File: config.mk
export PLATFORM = sky130hd
export DESIGN_NAME = seg_scan_driver
export DESIGN_NICKNAME = d
export VERILOG_FILES = /design/src/rtl/seg_scan_pkg.sv /design/src/rtl/refresh_timer.sv /design/src/rtl/digit_mux.sv /design/src/rtl/digit_decoder.sv /design/src/rtl/seg_scan_driver.sv
export SDC_FILE = /design/constraint.sdc
export NUM_CORES = 1
export LEC_CHECK = 0
export BUFFER_PORTS_ARGS = -buffer_cell sky130_fd_sc_hd__buf_2
export CAP_MARGIN = 20
export CORE_UTILIZATION = 58
export DETAILED_ROUTE_END_ITERATION = 8
export GPL_TIMING_DRIVEN = 0
export PLACE_DENSITY = 0.85
export SETUP_SLACK_MARGIN = 0.02
export SLEW_MARGIN = 20
export SYNTH_ARGS = -nofsm -noshare
export SYNTH_HDL_FRONTEND = slang
export SYNTH_SLANG_ARGS = --single-unit
File: constraint.sdc
create_clock -name clk -period 2.91 [get_ports clk]
set_clock_uncertainty 0.1 [all_clocks]
set_input_delay 0.582 -clock clk [delete_from_list [all_inputs] [get_ports clk]]
set_output_delay 0.582 -clock clk [all_outputs]
set_load 0.05 [all_outputs]
File: src/rtl/seg_scan_pkg.sv
package seg_scan_pkg;

  localparam int SEG_W = 7;
  localparam int BCD_W = 4;

  // Active-high segment shapes, bit 0 = a ... bit 6 = g; codes above nine are dark.
  function automatic logic [SEG_W-1:0] bcd_to_segments(input logic [BCD_W-1:0] v);
    logic [SEG_W-1:0] s;
    case (v)
      4'd0:    s = 7'h3F;
      4'd1:    s = 7'h06;
      4'd2:    s = 7'h5B;
      4'd3:    s = 7'h4F;
      4'd4:    s = 7'h66;
      4'd5:    s = 7'h6D;
      4'd6:    s = 7'h7D;
      4'd7:    s = 7'h07;
      4'd8:    s = 7'h7F;
      4'd9:    s = 7'h6F;
      default: s = 7'h00;
    endcase
    return s;
  endfunction

endpackage

File: src/rtl/refresh_timer.sv
module refresh_timer #(
  parameter int DIV        = 16667,
  parameter int NUM_DIGITS = 3,
  parameter int SEL_W      = $clog2(NUM_DIGITS)
) (
  input  logic             clk,
  input  logic             rst,
  output logic [SEL_W-1:0] sel
);
  localparam int CNT_W = (DIV > 1) ? $clog2(DIV) : 1;
  localparam logic [CNT_W-1:0] CNT_LAST = CNT_W'(DIV - 1);
  localparam logic [SEL_W-1:0] SEL_LAST = SEL_W'(NUM_DIGITS - 1);

  logic [CNT_W-1:0] cnt;

  always_ff @(posedge clk) begin
    if (rst) begin
      cnt <= '0;
      sel <= '0;
    end else if (cnt == CNT_LAST) begin
      cnt <= '0;
      sel <= (sel == SEL_LAST) ? '0 : sel + 1'b1;
    end else begin
      cnt <= cnt + 1'b1;
    end
  end

  a_r2_sel_range: assert property (@(posedge clk) disable iff (rst)
    sel <= SEL_LAST);

  a_r2_hold_between_ticks: assert property (@(posedge clk) disable iff (rst)
    (cnt != CNT_LAST) |=> $stable(sel));

  a_r2_wrap_to_first: assert property (@(posedge clk) disable iff (rst)
    (cnt == CNT_LAST && sel == SEL_LAST) |=> (sel == '0));

  a_r2_count_range: assert property (@(posedge clk) disable iff (rst)
    cnt <= CNT_LAST);

endmodule

File: src/rtl/digit_mux.sv
module digit_mux #(
  parameter int NUM_DIGITS = 3,
  parameter int BCD_W      = 4,
  parameter int SEL_W      = $clog2(NUM_DIGITS)
) (
  input  logic [NUM_DIGITS*BCD_W-1:0] bcd_all,
  input  logic [SEL_W-1:0]            sel,
  output logic [BCD_W-1:0]            bcd_cur
);
  always_comb begin
    bcd_cur = '0;
    for (int i = 0; i < NUM_DIGITS; i++) begin
      if (sel == SEL_W'(i)) bcd_cur = bcd_all[i*BCD_W +: BCD_W];
    end
  end
endmodule

File: src/rtl/digit_decoder.sv
module digit_decoder #(
  parameter int NUM_DIGITS = 3,
  parameter int SEL_W      = $clog2(NUM_DIGITS)
) (
  input  logic [SEL_W-1:0]      sel,
  output logic [NUM_DIGITS-1:0] en_act
);
  // Spare select codes match no output, so every enable stays off.
  for (genvar i = 0; i < NUM_DIGITS; i++) begin : g_line
    assign en_act[i] = (sel == SEL_W'(i));
  end
endmodule

File: src/rtl/seg_scan_driver.sv
module seg_scan_driver #(
  parameter int REFRESH_DIV  = 16667,
  parameter int NUM_DIGITS   = 3,
  parameter bit COMMON_ANODE = 1'b0
) (
  input  logic                                       clk,
  input  logic                                       rst,
  input  logic [NUM_DIGITS*seg_scan_pkg::BCD_W-1:0]  bcd_digits,
  output logic [seg_scan_pkg::SEG_W-1:0]             seg,
  output logic [NUM_DIGITS-1:0]                      dig_en
);
  import seg_scan_pkg::*;

  localparam int SEL_W = $clog2(NUM_DIGITS);
  localparam logic [SEG_W-1:0]      SEG_DARK = COMMON_ANODE ? '1 : '0;
  localparam logic [NUM_DIGITS-1:0] EN_OFF   = COMMON_ANODE ? '0 : '1;

  logic [SEL_W-1:0]      sel;
  logic [BCD_W-1:0]      cur_bcd;
  logic [NUM_DIGITS-1:0] dec_en;
  logic [SEG_W-1:0]      seg_nxt;
  logic [NUM_DIGITS-1:0] en_nxt;
  logic [SEG_W-1:0]      seg_q;
  logic [NUM_DIGITS-1:0] en_q;

  refresh_timer #(.DIV(REFRESH_DIV), .NUM_DIGITS(NUM_DIGITS), .SEL_W(SEL_W)) u_timer (
    .clk (clk),
    .rst (rst),
    .sel (sel)
  );

  digit_mux #(.NUM_DIGITS(NUM_DIGITS), .BCD_W(BCD_W), .SEL_W(SEL_W)) u_mux (
    .bcd_all (bcd_digits),
    .sel     (sel),
    .bcd_cur (cur_bcd)
  );

  digit_decoder #(.NUM_DIGITS(NUM_DIGITS), .SEL_W(SEL_W)) u_dec (
    .sel    (sel),
    .en_act (dec_en)
  );

  // Polarity is applied ahead of the flops so the pins come straight from registers.
  if (COMMON_ANODE) begin : g_anode
    assign seg_nxt = ~bcd_to_segments(cur_bcd);
    assign en_nxt  = dec_en;
  end else begin : g_cathode
    assign seg_nxt = bcd_to_segments(cur_bcd);
    assign en_nxt  = ~dec_en;
  end

  always_ff @(posedge clk) begin
    if (rst) begin
      seg_q <= SEG_DARK;
      en_q  <= EN_OFF;
    end else begin
      seg_q <= seg_nxt;
      en_q  <= en_nxt;
    end
  end

  assign seg    = seg_q;
  assign dig_en = en_q;

  // Active-high views of the pins for the checks below.
  logic [SEG_W-1:0]      seg_lit;
  logic [NUM_DIGITS-1:0] en_lit;
  assign seg_lit = seg_q ^ SEG_DARK;
  assign en_lit  = en_q ^ EN_OFF;

  a_r3_at_most_one: assert property (@(posedge clk) disable iff (rst)
    $onehot0(en_lit));

  a_r3_one_after_reset: assert property (@(posedge clk) disable iff (rst)
    !rst |=> $onehot(en_lit));

  a_r4_enable_follows_select: assert property (@(posedge clk) disable iff (rst)
    (en_lit != '0) |-> en_lit[$past(sel)]);

  a_r6_invalid_blank: assert property (@(posedge clk) disable iff (rst)
    (cur_bcd > BCD_W'(9)) |=> (seg_lit == '0));

endmodule

==> flow_metrics.py <==
metrics = {
    "drt": {
        "drc": 0,
        "wire_per_inst_microns": 12.6,
        "drt_pass1_iterations": 4,
        "vias": 1068,
        "vias_per_cell": 5.51,
        "antenna_left": 0,
        "drt_iter0_markers": 16,
        "drt-total-wl_microns": 2440,
    },
    "setup_path": {
        "cpMaxStageDelayCell": "a2bb2oi_1",
        "worstPathArrival_ns": 2.35,
        "crit_type": "flip-flop to flip-flop",
        "cp-end-kind": "flip-flop",
        "critPathMaxFanout": 10,
        "start_kind": "flip-flop",
        "worstPathCellList": "buf_2, nor2b_1, clkbuf_1, a2bb2oi_1, inv_1, ha_1, inv_1, o21ai_0, a21oi_1",
        "cpPeakStageDelay_ns": 0.46,
        "path_buf_inv": 4,
        "crit_top_cell": "inv_1",
        "required_ns": 3.02,
        "crit_family": "compound AO/OA/AOI/OAI gates",
    },
    "grt": {
        "grt_pass1_wl_microns": 4390,
        "grt_usage_pct": 23.4,
        "grt_antenna_before_repair": 0,
        "grt_pass1_vias": 1039,
        "grt.overflow.total": 0,
        "grt_max_degree": 16,
    },
    "placement": {
        "numPlacedInstances": 190,
        "gp_congestion": 0.814,
        "placed_cell_area_sq_um": 1460,
        "hpwlAfterDp_microns": 1910,
        "portBuffers": 23,
        "dpl_worst_slack_ns": 0.635,
    },
    "logic_synthesis": {
        "synth.net_count": 162,
        "ys_ff_latch": 27,
        "netlist_top_cells_area": "dfxtp_1 41%, xnor2_1 8.0%, ha_1 7.6%",
        "synth_area_per_cell_sq_um": 9.38,
        "synthCells": 140,
        "async_flop_share_pct": 0,
        "synth_edf_count": 0,
        "ys.flop_type": "dfxtp_1",
        "ys_seq_area_share_pct": 41.2,
        "ys_warn_count": 0,
        "yosysMostFrequentCell": "dfxtp_1",
        "syn_area_sq_um": 1310,
        "synth_largest_area_cell": "dfxtp_1",
        "yosysUniqueCellTypes": 31,
        "yosysTopAreaCellShare_pct": 41.2,
        "synth_commonest_cells": "27 x dfxtp_1, 22 x nor2_1, 12 x xnor2_1",
    },
    "power": {
        "ir_drop_v": 0.000311,
        "power_density_nw_per_um2": 432,
        "leakage_uw": 0.000598,
        "fin_total_pwr_uw": 643,
    },
    "floorplanning": {
        "initial_core_util_pct": 64.3,
        "die-area_sq_um": 2460,
        "die_w_microns": 49.6,
        "io_pins": 24,
        "num_rows": 16,
        "coreArea_sq_um": 2040,
        "die_y_microns": 49.6,
    },
    "flow_run": {
        "maxCapViolCount": 0,
    },
    "clock_tree": {
        "cts.sinks": 27,
        "cts-resized-gates": 0,
        "h-tree-depth": 1,
        "clk_path_buf_depth": 2,
        "cts.reportedPaths.clkPinSlew_ns": 0.13,
        "root_buffer": "clkbuf_4",
        "cts_tree": "built",
        "clkLatencyLatePin_ns": 0.32,
        "numCtsBuffers": 3,
        "cts_hold_buffers": 0,
        "cts_setup_buffers": 0,
    },
    "sta": {
        "min_period_over_period_pct": 77.0,
        "final.min_clock_period_ns": 2.24,
        "max_freq_mhz": 446,
        "hold_viol_final": 0,
        "fin_ws_ns": 0.669,
        "slew_violations": 0,
        "fin_tns_setup_ns": 0,
        "worst-slew-pin-transition_ns": 0.497,
        "slew_headroom_pct": 66.8,
        "setup_violations": 0,
        "rsz0062_at_grt": "no",
    },
    "final_layout": {
        "stdcell_area_sq_um": 1490,
        "drive_gt1_share_pct": 21.0,
        "diodes": 0,
        "nets": 190,
        "final_cells": 194,
        "area_growth_pct": 13.4,
    },
    "min_path": {
        "min_path_type": "primary input to flip-flop",
    },
    "outcome": {
        "status": "finished, final reports clean",
    },
}
[power by group]
part | internal, uW | leakage, uW | total (uW) | switching [uW]
logic | 34.6 | 0.000360 | 98.4 | 63.9
clock network | 51.5 | 0.0000177 | 157 | 106
registers | 382 | 0.000220 | 387 | 5.92
total | 468 | 0.000598 | 643 | 176
[logic make-up (layout without fill, tap and decap cells)]
family	after synthesis	in the layout	share of synthesized area [%]
flops	27	27	41.2
xor+xnor	14	14	9.34
mux	7	7	5.34
simple gates	53	53	20.3
buf+inv	15	42	6.29
compound gates	16	16	9.91
fa+ha+maj	8	8	7.63
[cells in the final DEF, fill, tap and decap left out, types with 3 or more instances in the layout]
master | synthesis | layout
xnor2_1 | 12 | 12
clkbuf_4 | 0 | 3
mux2i_1 | 7 | 7
nor2_1 | 22 | 22
nor3_1 | 4 | 4
ha_1 | 8 | 8
a21oi_1 | 4 | 4
dfxtp_1 | 27 | 27
o32ai_1 | 5 | 5
buf_2 | 2 | 25
nand2_1 | 8 | 8
nand3_1 | 5 | 5
nor4_1 | 3 | 3
inv_1 | 9 | 9
[through the flow]
stage | utilization (%) | hold WS (ns)
final | 72.9 | 0.385
after detailed placement | 71.6 | 0.365
after CTS | 72.9 | 0.377
after global routing | 72.9 | 0.403
after floorplan | - | 0.330
after global placement | 71.6 | 0.340
[sequential cells by signal (all words and copies together), names as in the netlist]
name         count
seg              7
u_timer.cnt     15
u_timer.sel      2
dig_en           3
[final timing paths]
check	to	cells past startpoint	startpoint	slack [ns]
worst min-delay path	dig_en[0]	2	rst	0.39
worst min register to register	u_timer.cnt[0]	1	u_timer.cnt[0]	0.40
worst max register to register	seg[1]	9	u_timer.sel[0]	0.67
worst max-delay path	seg[1]	9	u_timer.sel[0]	0.67
[worst register-to-register path, stage by stage (launching register included)]
cell       delay, ns
dfxtp_1         0.32
buf_2           0.18
nor2b_1         0.15
clkbuf_1        0.17
a2bb2oi_1       0.46
inv_1           0.13
ha_1            0.30
inv_1           0.05
o21ai_0         0.18
a21oi_1         0.09
[metal layers]
metal,track usage (%),routed length [microns]
met1,28.0,1040
met2,39.9,1240
met3,4.32,97
met4,11.4,63
met5,0,0
[area by class of cell]
cell class                      count  area [sq um]
Inverter                            9          33.8
Tap cell                           27          33.8
Fill cell                         179           553
Clock buffer                        3          22.5
Multi-Input combinational cell     98           689
Sequential cell                    27           541
Timing Repair Buffer               23           115
Buffer                              6          48.8
Clock inverter                      1          5.00
Note: power is estimated with default switching activity, not from simulation.
